`src/rtl/tsc_pkg.sv`:
```
package tsc_pkg;
  typedef enum logic [1:0] {
    TRG_SW   = 2'd0,
    TRG_RISE = 2'd1,
    TRG_FALL = 2'd2,
    TRG_BOTH = 2'd3
  } trg_mode_e;
endpackage

```
`src/rtl/tsc_line_mux.sv`:
```
module tsc_line_mux #(
  parameter int N_LINES = 8,
  parameter int SEL_W   = $clog2(N_LINES)
) (
  input  logic [N_LINES-1:0] lines_i,
  input  logic [SEL_W-1:0]   sel_i,
  output logic               line_o
);
  logic [N_LINES-1:0] hit;

  for (genvar i = 0; i < N_LINES; i++) begin : g_sel
    assign hit[i] = lines_i[i] && (sel_i == SEL_W'(i));
  end

  assign line_o = |hit;
endmodule

```
`src/rtl/tsc_glitch_filter.sv`:
```
module tsc_glitch_filter #(
  parameter int CODE_W = 2
) (
  input  logic              clk_i,
  input  logic              rst_ni,
  input  logic              raw_i,
  input  logic [CODE_W-1:0] code_i,
  output logic              lvl_o
);
  localparam int MAX_WIN = 1 << ((1 << CODE_W) - 1);
  localparam int CNT_W   = (MAX_WIN > 2) ? $clog2(MAX_WIN) : 1;

  logic [CNT_W-1:0] cnt_q;
  logic [CNT_W-1:0] win_m1;
  logic             lvl_q;

  // window is 2**code samples, code 0 means a single sample
  always_comb begin
    if (code_i == '0) win_m1 = '0;
    else              win_m1 = CNT_W'((1 << code_i) - 1);
  end

  always_ff @(posedge clk_i or negedge rst_ni) begin
    if (!rst_ni) begin
      lvl_q <= 1'b0;
      cnt_q <= '0;
    end else if (raw_i == lvl_q) begin
      cnt_q <= '0;
    end else if (cnt_q >= win_m1) begin
      lvl_q <= raw_i;
      cnt_q <= '0;
    end else begin
      cnt_q <= cnt_q + 1'b1;
    end
  end

  assign lvl_o = lvl_q;
endmodule

```
`src/rtl/tsc_edge_det.sv`:
```
module tsc_edge_det
  import tsc_pkg::*;
(
  input  logic      clk_i,
  input  logic      rst_ni,
  input  logic      lvl_i,
  input  trg_mode_e mode_i,
  output logic      ev_o
);
  logic prev_q;
  logic rise, fall;

  always_ff @(posedge clk_i or negedge rst_ni) begin
    if (!rst_ni) prev_q <= 1'b0;
    else         prev_q <= lvl_i;
  end

  assign rise = lvl_i & ~prev_q;
  assign fall = ~lvl_i & prev_q;

  always_comb begin
    unique case (mode_i)
      TRG_RISE: ev_o = rise;
      TRG_FALL: ev_o = fall;
      TRG_BOTH: ev_o = rise | fall;
      default:  ev_o = 1'b0;
    endcase
  end
endmodule

```
`src/rtl/tsc_start_fsm.sv`:
```
module tsc_start_fsm
  import tsc_pkg::*;
(
  input  logic      clk_i,
  input  logic      rst_ni,
  input  logic      enable_i,
  input  logic      stop_i,
  input  logic      restart_en_i,
  input  trg_mode_e mode_i,
  input  logic      hw_ev_i,
  input  logic      sw_start_i,
  output logic      start_o,
  output logic      restart_o,
  output logic      running_o
);
  logic sw_prev_q, sw_ev, ev, live;
  logic run_q, start_q, restart_q;

  assign sw_ev = sw_start_i & ~sw_prev_q;
  assign ev    = (mode_i == TRG_SW) ? sw_ev : hw_ev_i;
  assign live  = enable_i & ~stop_i;

  always_ff @(posedge clk_i or negedge rst_ni) begin
    if (!rst_ni) begin
      sw_prev_q <= 1'b0;
      run_q     <= 1'b0;
      start_q   <= 1'b0;
      restart_q <= 1'b0;
    end else begin
      sw_prev_q <= sw_start_i;
      start_q   <= live & ev & ~run_q;
      restart_q <= live & ev & run_q & restart_en_i;
      if (!live)   run_q <= 1'b0;
      else if (ev) run_q <= 1'b1;
    end
  end

  assign start_o   = start_q;
  assign restart_o = restart_q;
  assign running_o = run_q;
endmodule

```
`src/rtl/trig_start_ctrl.sv`:
```
module trig_start_ctrl
  import tsc_pkg::*;
#(
  parameter int N_LINES = 8,
  parameter int SEL_W   = $clog2(N_LINES),
  parameter int CODE_W  = 2
) (
  input  logic               clk_i,
  input  logic               rst_ni,
  input  logic               enable_i,
  input  logic [N_LINES-1:0] trig_lines_i,
  input  logic [SEL_W-1:0]   trig_sel_i,
  input  logic [CODE_W-1:0]  flt_code_i,
  input  logic [1:0]         trig_mode_i,
  input  logic               restart_en_i,
  input  logic               sw_start_i,
  input  logic               stop_i,
  output logic               start_o,
  output logic               restart_o,
  output logic               running_o
);
  logic      raw_line, flt_lvl, hw_ev;
  trg_mode_e mode;

  assign mode = trg_mode_e'(trig_mode_i);

  tsc_line_mux #(.N_LINES(N_LINES), .SEL_W(SEL_W)) u_mux (
    .lines_i(trig_lines_i), .sel_i(trig_sel_i), .line_o(raw_line)
  );

  tsc_glitch_filter #(.CODE_W(CODE_W)) u_flt (
    .clk_i(clk_i), .rst_ni(rst_ni), .raw_i(raw_line),
    .code_i(flt_code_i), .lvl_o(flt_lvl)
  );

  tsc_edge_det u_edge (
    .clk_i(clk_i), .rst_ni(rst_ni), .lvl_i(flt_lvl),
    .mode_i(mode), .ev_o(hw_ev)
  );

  tsc_start_fsm u_fsm (
    .clk_i(clk_i), .rst_ni(rst_ni), .enable_i(enable_i), .stop_i(stop_i),
    .restart_en_i(restart_en_i), .mode_i(mode), .hw_ev_i(hw_ev),
    .sw_start_i(sw_start_i), .start_o(start_o), .restart_o(restart_o),
    .running_o(running_o)
  );
endmodule

```
`config.mk`:
```
export PLATFORM = sky130hd
export DESIGN_NAME = trig_start_ctrl
export DESIGN_NICKNAME = d
export VERILOG_FILES = /design/src/rtl/tsc_pkg.sv /design/src/rtl/tsc_line_mux.sv /design/src/rtl/tsc_glitch_filter.sv /design/src/rtl/tsc_edge_det.sv /design/src/rtl/tsc_start_fsm.sv /design/src/rtl/trig_start_ctrl.sv
export SDC_FILE = /design/constraint.sdc
export NUM_CORES = 1
export LEC_CHECK = 0
export BUFFER_PORTS_ARGS = -buffer_cell sky130_fd_sc_hd__buf_2
export CORE_AREA = 10 10 47 49
export CTS_CLUSTER_DIAMETER = 30
export DETAILED_ROUTE_END_ITERATION = 16
export DIE_AREA = 0 0 57 59
export HOLD_SLACK_MARGIN = 0.08
export PLACE_DENSITY = 0.78
export SYNTH_ARGS = -nofsm -noshare
export SYNTH_HDL_FRONTEND = slang
export SYNTH_SLANG_ARGS = --single-unit
```
`constraint.sdc`:
```
create_clock -name clk_i -period 2 [get_ports clk_i]
set_clock_uncertainty 0.1 [all_clocks]
set_input_delay 0.4 -clock clk_i [delete_from_list [all_inputs] [get_ports clk_i]]
set_output_delay 0.4 -clock clk_i [all_outputs]
set_load 0.1 [all_outputs]
```
# Yosys cells after proc, flatten, opt, wreduce, memory -nomap -nowiden
# Index checks and enable logic that the tools add are counted.
# word_totals
in_bits	21
out_inout_bits	3
elab_cells	58
regBits	9
# op_classes
addsub	2
n_mux	7
n_reduce_logical	13
magnitude_cmp	1
n_bitwise	15
eq_ne	12
n_shift	1
# ops
op	count
equality test 3 bit, second input constant	4
two-way mux 3 bit	3
bitwise AND 1 bit	8
logical AND 1 bit	8
OR reduction 8 bit	1
equality test 3 x 2 -> 1 bit, second input constant	2
NOT 1 bit	6
equality test 2 bit, second input constant	2
logical NOT 2 bit	2
adder 3 x 1 -> 3 bit, second input constant	1
equality test 3 x 1 -> 1 bit, second input constant	1
>= comparator 3 bit	1
logical NOT 3 bit	1
two-way mux 1 bit	3
case mux 1 bit (3 select lines)	1
<< shifter 1 x 2 -> 3 bit, first input constant	1
subtractor 3 x 2 -> 3 bit, second input constant	1
equality test 2 x 1 -> 1 bit, second input constant	1
inequality test 2 x 1 -> 1 bit, second input constant	1
AND reduction 2 bit	1
equality test 1 bit	1
OR 1 bit	1

# Depth between registers and ports, before layout
# logic_depth
ltp_word	8
depth_mapped	6
mapped_depth_nobuf	6

# By module
# Synthesis repeated with hierarchy kept, for this count alone.
# hier_totals
hier_cells	49
hier_area_um2	544.3
# by_module_without_submodules
module	area_per_inst_um2	cells_each	n_inst	seq_area_each_um2
tsc_glitch_filter	242.7	24	1	100.1
tsc_start_fsm	153.9	12	1	100.1
tsc_edge_det	83.8	10	1	25.0
tsc_line_mux	63.8	3	1	0.0

# Worst setup path before layout
# Ideal clock, no wire load.
# synth_path
path_kind	input port to flip-flop
startpoint	in flt_code_i[1]
endpoint	reg u_flt.lvl_q (netlist: u_flt.lvl_o)
t_arrival_ps	1556
setup_slack_ps	264
cell_stages	5
cell_sequence	or2_2 ha_1 o21ai_0 a21oi_1 mux2i_1
# synth_via
elab_chain_cells	5
word_cells_on_any_way	6
# synth_lines
item	line_no	source
start, declared	trig_start_ctrl.sv:13	input logic [CODE_W-1:0] flt_code_i,
<< shifter 1 x 2 -> 3 bit	tsc_glitch_filter.sv:20	else win_m1 = CNT_W'((1 << code_i) - 1);
subtractor 3 x 2 -> 3 bit	tsc_glitch_filter.sv:20	
two-way mux 3 bit (*)	tsc_glitch_filter.sv:19	if (code_i == '0) win_m1 = '0;
>= comparator 3 bit (*)	tsc_glitch_filter.sv:29	end else if (cnt_q >= win_m1) begin
AND reduction 2 bit (no source line) (*)	n/a	
end signal, assigned	tsc_glitch_filter.sv:30	lvl_q <= raw_i;
end, declared	tsc_glitch_filter.sv:15	logic lvl_q;
# Mark *: on every way between the ends. The rest lies on a longest branch, timed or not.
# A chain may end at the register's enable or synchronous reset.

# Worst setup path in the final report
# layout_path
startpoint	reg u_flt.lvl_q (netlist: u_flt.lvl_o)
endpoint	reg u_fsm.start_q (netlist: u_fsm.start_o)
# layout_via
elab_chain_cells	7
word_cells_on_any_way	8
# layout_lines
item	line_no	source
NOT 1 bit	tsc_edge_det.sv:19	assign fall = ~lvl_i & prev_q;
bitwise AND 1 bit	tsc_edge_det.sv:19	
OR 1 bit	tsc_edge_det.sv:25	TRG_BOTH: ev_o = rise | fall;
case mux 1 bit (3 select lines) (*)	tsc_edge_det.sv:22	unique case (mode_i)
two-way mux 1 bit (*)	tsc_start_fsm.sv:20	assign ev = (mode_i == TRG_SW) ? sw_ev : hw_ev_i;
bitwise AND 1 bit (*) (2 in series)	tsc_start_fsm.sv:31	start_q <= live & ev & ~run_q;
end signal, assigned	tsc_start_fsm.sv:31	
end, declared	tsc_start_fsm.sv:17	logic run_q, start_q, restart_q;
# Marks and branches as above.

==> impl_metrics.env <==
export IMPL_pre_cts_ws_ns=0.195
export IMPL_path_class="reg2reg"
export IMPL_clk_latency_ns=0.26
export IMPL_io_pins=24
export IMPL_cap_viol_max_count=0
export IMPL_synth_area_um2=552
export IMPL_final_setup_tns_ns=0
export IMPL_power_density_nw_per_um2=1040
export IMPL_drcViolationCount=0
export IMPL_finalWorstSetupSlack_ns=0.319
export IMPL_cts_sinks=9
export IMPL_fin_crit_ns=1.68
export IMPL_final_max_slew_violation_count=0
export IMPL_crit_path_end_kind="register"
export IMPL_use_met3_pct=5.36
export IMPL_hpwl_um=1060
export IMPL_n_fill_cell=136
export IMPL_status="complete, no violations"
export IMPL_leakagePower_uw=0.000395
export IMPL_dieWidth_um=57
export IMPL_synth_ff_type="dfrtp_1"
export IMPL_netlist_cell_type_count=18
export IMPL_overflow=0
export IMPL_diodes=0
export IMPL_cts_tree="yes"
export IMPL_rsz0062_at_grt="no"
export IMPL_crit_fanout=3
export IMPL_core_um2=1400
export IMPL_synthCells=44
export IMPL_vias=424
export IMPL_max_vdd_ir_drop_mv=0.491
export IMPL_cp_required_ns=2.05
export IMPL_chipHeight_um=59
export IMPL_tritoncts_num_buffers=3
export IMPL_synth_top_area_share_pct=40.8
export IMPL_fin_crit_sh_pct=84.1
export IMPL_drt_iter0_drc=3
export IMPL_antenna_left=0
export IMPL_slew_headroom_pct=67.7
export IMPL_async_flop_share_pct=100
export IMPL_antenna_found_initial=0
export IMPL_grt_pass1_vias=496
export IMPL_synthTopCellsByArea="dfrtp_1 (41%), ha_1 (14%), mux4_1 (9.5%)"
export IMPL_cp_data_arrival_time_ns=1.73
export IMPL_netlist_top_cells_count="dfrtp_1 (9), ha_1 (6), inv_1 (6), nor2_1 (4), nand2_1 (3)"
export IMPL_htreeDepth=1
export IMPL_final_nets=101
export IMPL_synth_edf_count=0
export IMPL_grt_busiest_layer="met2"
export IMPL_layout_area_overhead_vs_synth_pct=32.4
export IMPL_fmax_ghz=0.595
export IMPL_rows=14
export IMPL_wl_um=1230
export IMPL_synth_top_cell_by_area="dfrtp_1"
export IMPL_synth_seq_cells=9
export IMPL_synth_nets=71
export IMPL_critPathLaunchType="register"
export IMPL_wl_per_cell_um=13.9
export IMPL_grt_max_degree=10
export IMPL_initial_core_util_pct=39.4
export IMPL_drive_above_1_share_pct=46.6
export IMPL_hp_class="in2reg"
export IMPL_ys_warnings_count=0
export IMPL_avgViaCountPerCell=4.76
export IMPL_seq_area_frac_synth_pct=40.8
export IMPL_grt_pass1_wl_um=2090
export IMPL_grt_total_usage_pct=8.14
export IMPL_path_clk_slew_ns=0.06
export IMPL_grt_use_met1_pct=6.64
export IMPL_worst_pin_slew_ns=0.488
export IMPL_cts_max_path_buffers=2
export IMPL_io_buffers=23
export IMPL_syn_avg_cell_area_um2=12.5
export IMPL_setup_violations=0
export IMPL_gp_congestion=0.675
export IMPL_met2_usage_pct=13.8
export IMPL_synth_most_common_cell="dfrtp_1"
export IMPL_root_buffer="clkbuf_4"
export IMPL_first_pass_iters=4
export IMPL_dieArea_um2=3360
export IMPL_final_hold_violation_count=0
-- state kept, by name, summed over array words and instances, names as in the netlist --
name	flops
u_fsm.running_o	1
u_flt.lvl_o	1
u_fsm.sw_prev_q	1
u_edge.prev_q	1
u_fsm.restart_o	1
u_flt.cnt_q	3
u_fsm.start_o	1
-- per-stage QoR --
step           cells  power, uW  hold slack [ns]  util [%]  cell area, um^2
5_1_grt           89        821            0.148      52.1              731
3_3_place_gp      84        608            0.158      49.6              694
4_1_cts           89        781            0.147      52.1              731
3_5_place_dp      84        628            0.162      49.6              694
6_report          89        759            0.152      52.1              731
2_1_floorplan     44        523          0.00441         -              552
-- layout by cell type (no fill, tap or decap), drive strengths merged, types with 2 or more instances in the layout --
cell	count
nor3	2
xnor2	2
dfrtp	9
ha	6
nor2	4
buf	24
mux4	3
mux2i	2
clkbuf	4
inv	6
nand2	3
nand3b	2
-- power breakdown --
group	switching [uW]	internal [uW]	total [uW]
registers	36.1	232	268
clock network	66.5	77.1	144
logic	193	154	347
total	296	463	759
-- timing repair --
action | 4_1_cts | 5_1_grt
hold endpoints to repair | 9 | 0
setup buffers | 0 | 0
hold buffers | 1 | 0
resized for setup | 0 | 0
-- metal layers --
metal  vias up  wire [um]
li1        208          -
met1       196        443
met2        18        615
met3         2        140
met4         0         34
met5         -          0
-- final cells by class --
cell class | count | area [um^2] | share of cell area [%]
Clock buffer | 4 | 26.3 | 3.60
Inverter | 6 | 22.5 | 3.08
Multi-Input combinational cell | 29 | 304 | 41.6
Sequential cell | 9 | 225 | 30.8
Tap cell | 16 | 20.0 | 2.74
Timing Repair Buffer | 25 | 133 | 18.2
-- worst max-delay path, stage by stage, from the launching register on --
cell and delay (ns):
dfrtp_1 0.38, inv_1 0.11, ha_1 0.29, inv_1 0.03
mux4_2 0.45, nand3b_1 0.14, nor2_1 0.07
-- kinds of logic (layout without fill, tap and decap cells) --
group	after synthesis	count (layout)	synth area share, %
and+or+nand+nor	14	14	15.6
DFF	9	9	40.8
adders and majority gates	6	6	13.6
buffers and inverters	6	35	4.08
muxes	5	5	19.5
AOI/OAI and AO/OA	2	2	1.81
xor gates and xnor gates	2	2	4.54
-- path summary, 6_finish.rpt --
| check | from | to | slack, ns | cells after the start |
|---|---|---|---|---|
| worst max-delay path | u_flt.lvl_o$_DFFE_PN0P_ | u_fsm.start_o$_DFF_PN0_ | 0.32 | 6 |
| worst min-delay path | sw_start_i | u_fsm.sw_prev_q$_DFF_PN0_ | 0.15 | 1 |
| worst max register to register | u_flt.lvl_o$_DFFE_PN0P_ | u_fsm.start_o$_DFF_PN0_ | 0.32 | 6 |
| worst min register to register | u_flt.lvl_o$_DFFE_PN0P_ | u_edge.prev_q$_DFF_PN0_ | 0.32 | 0 |
| max in group asynchronous | rst_ni | u_flt.cnt_q[2]$_DFF_PN0_ | 1.18 | 2 |
| min in group asynchronous | rst_ni | u_fsm.running_o$_DFFE_PN0P_ | 0.43 | 2 |
Note: power is estimated with default switching activity, not from simulation.
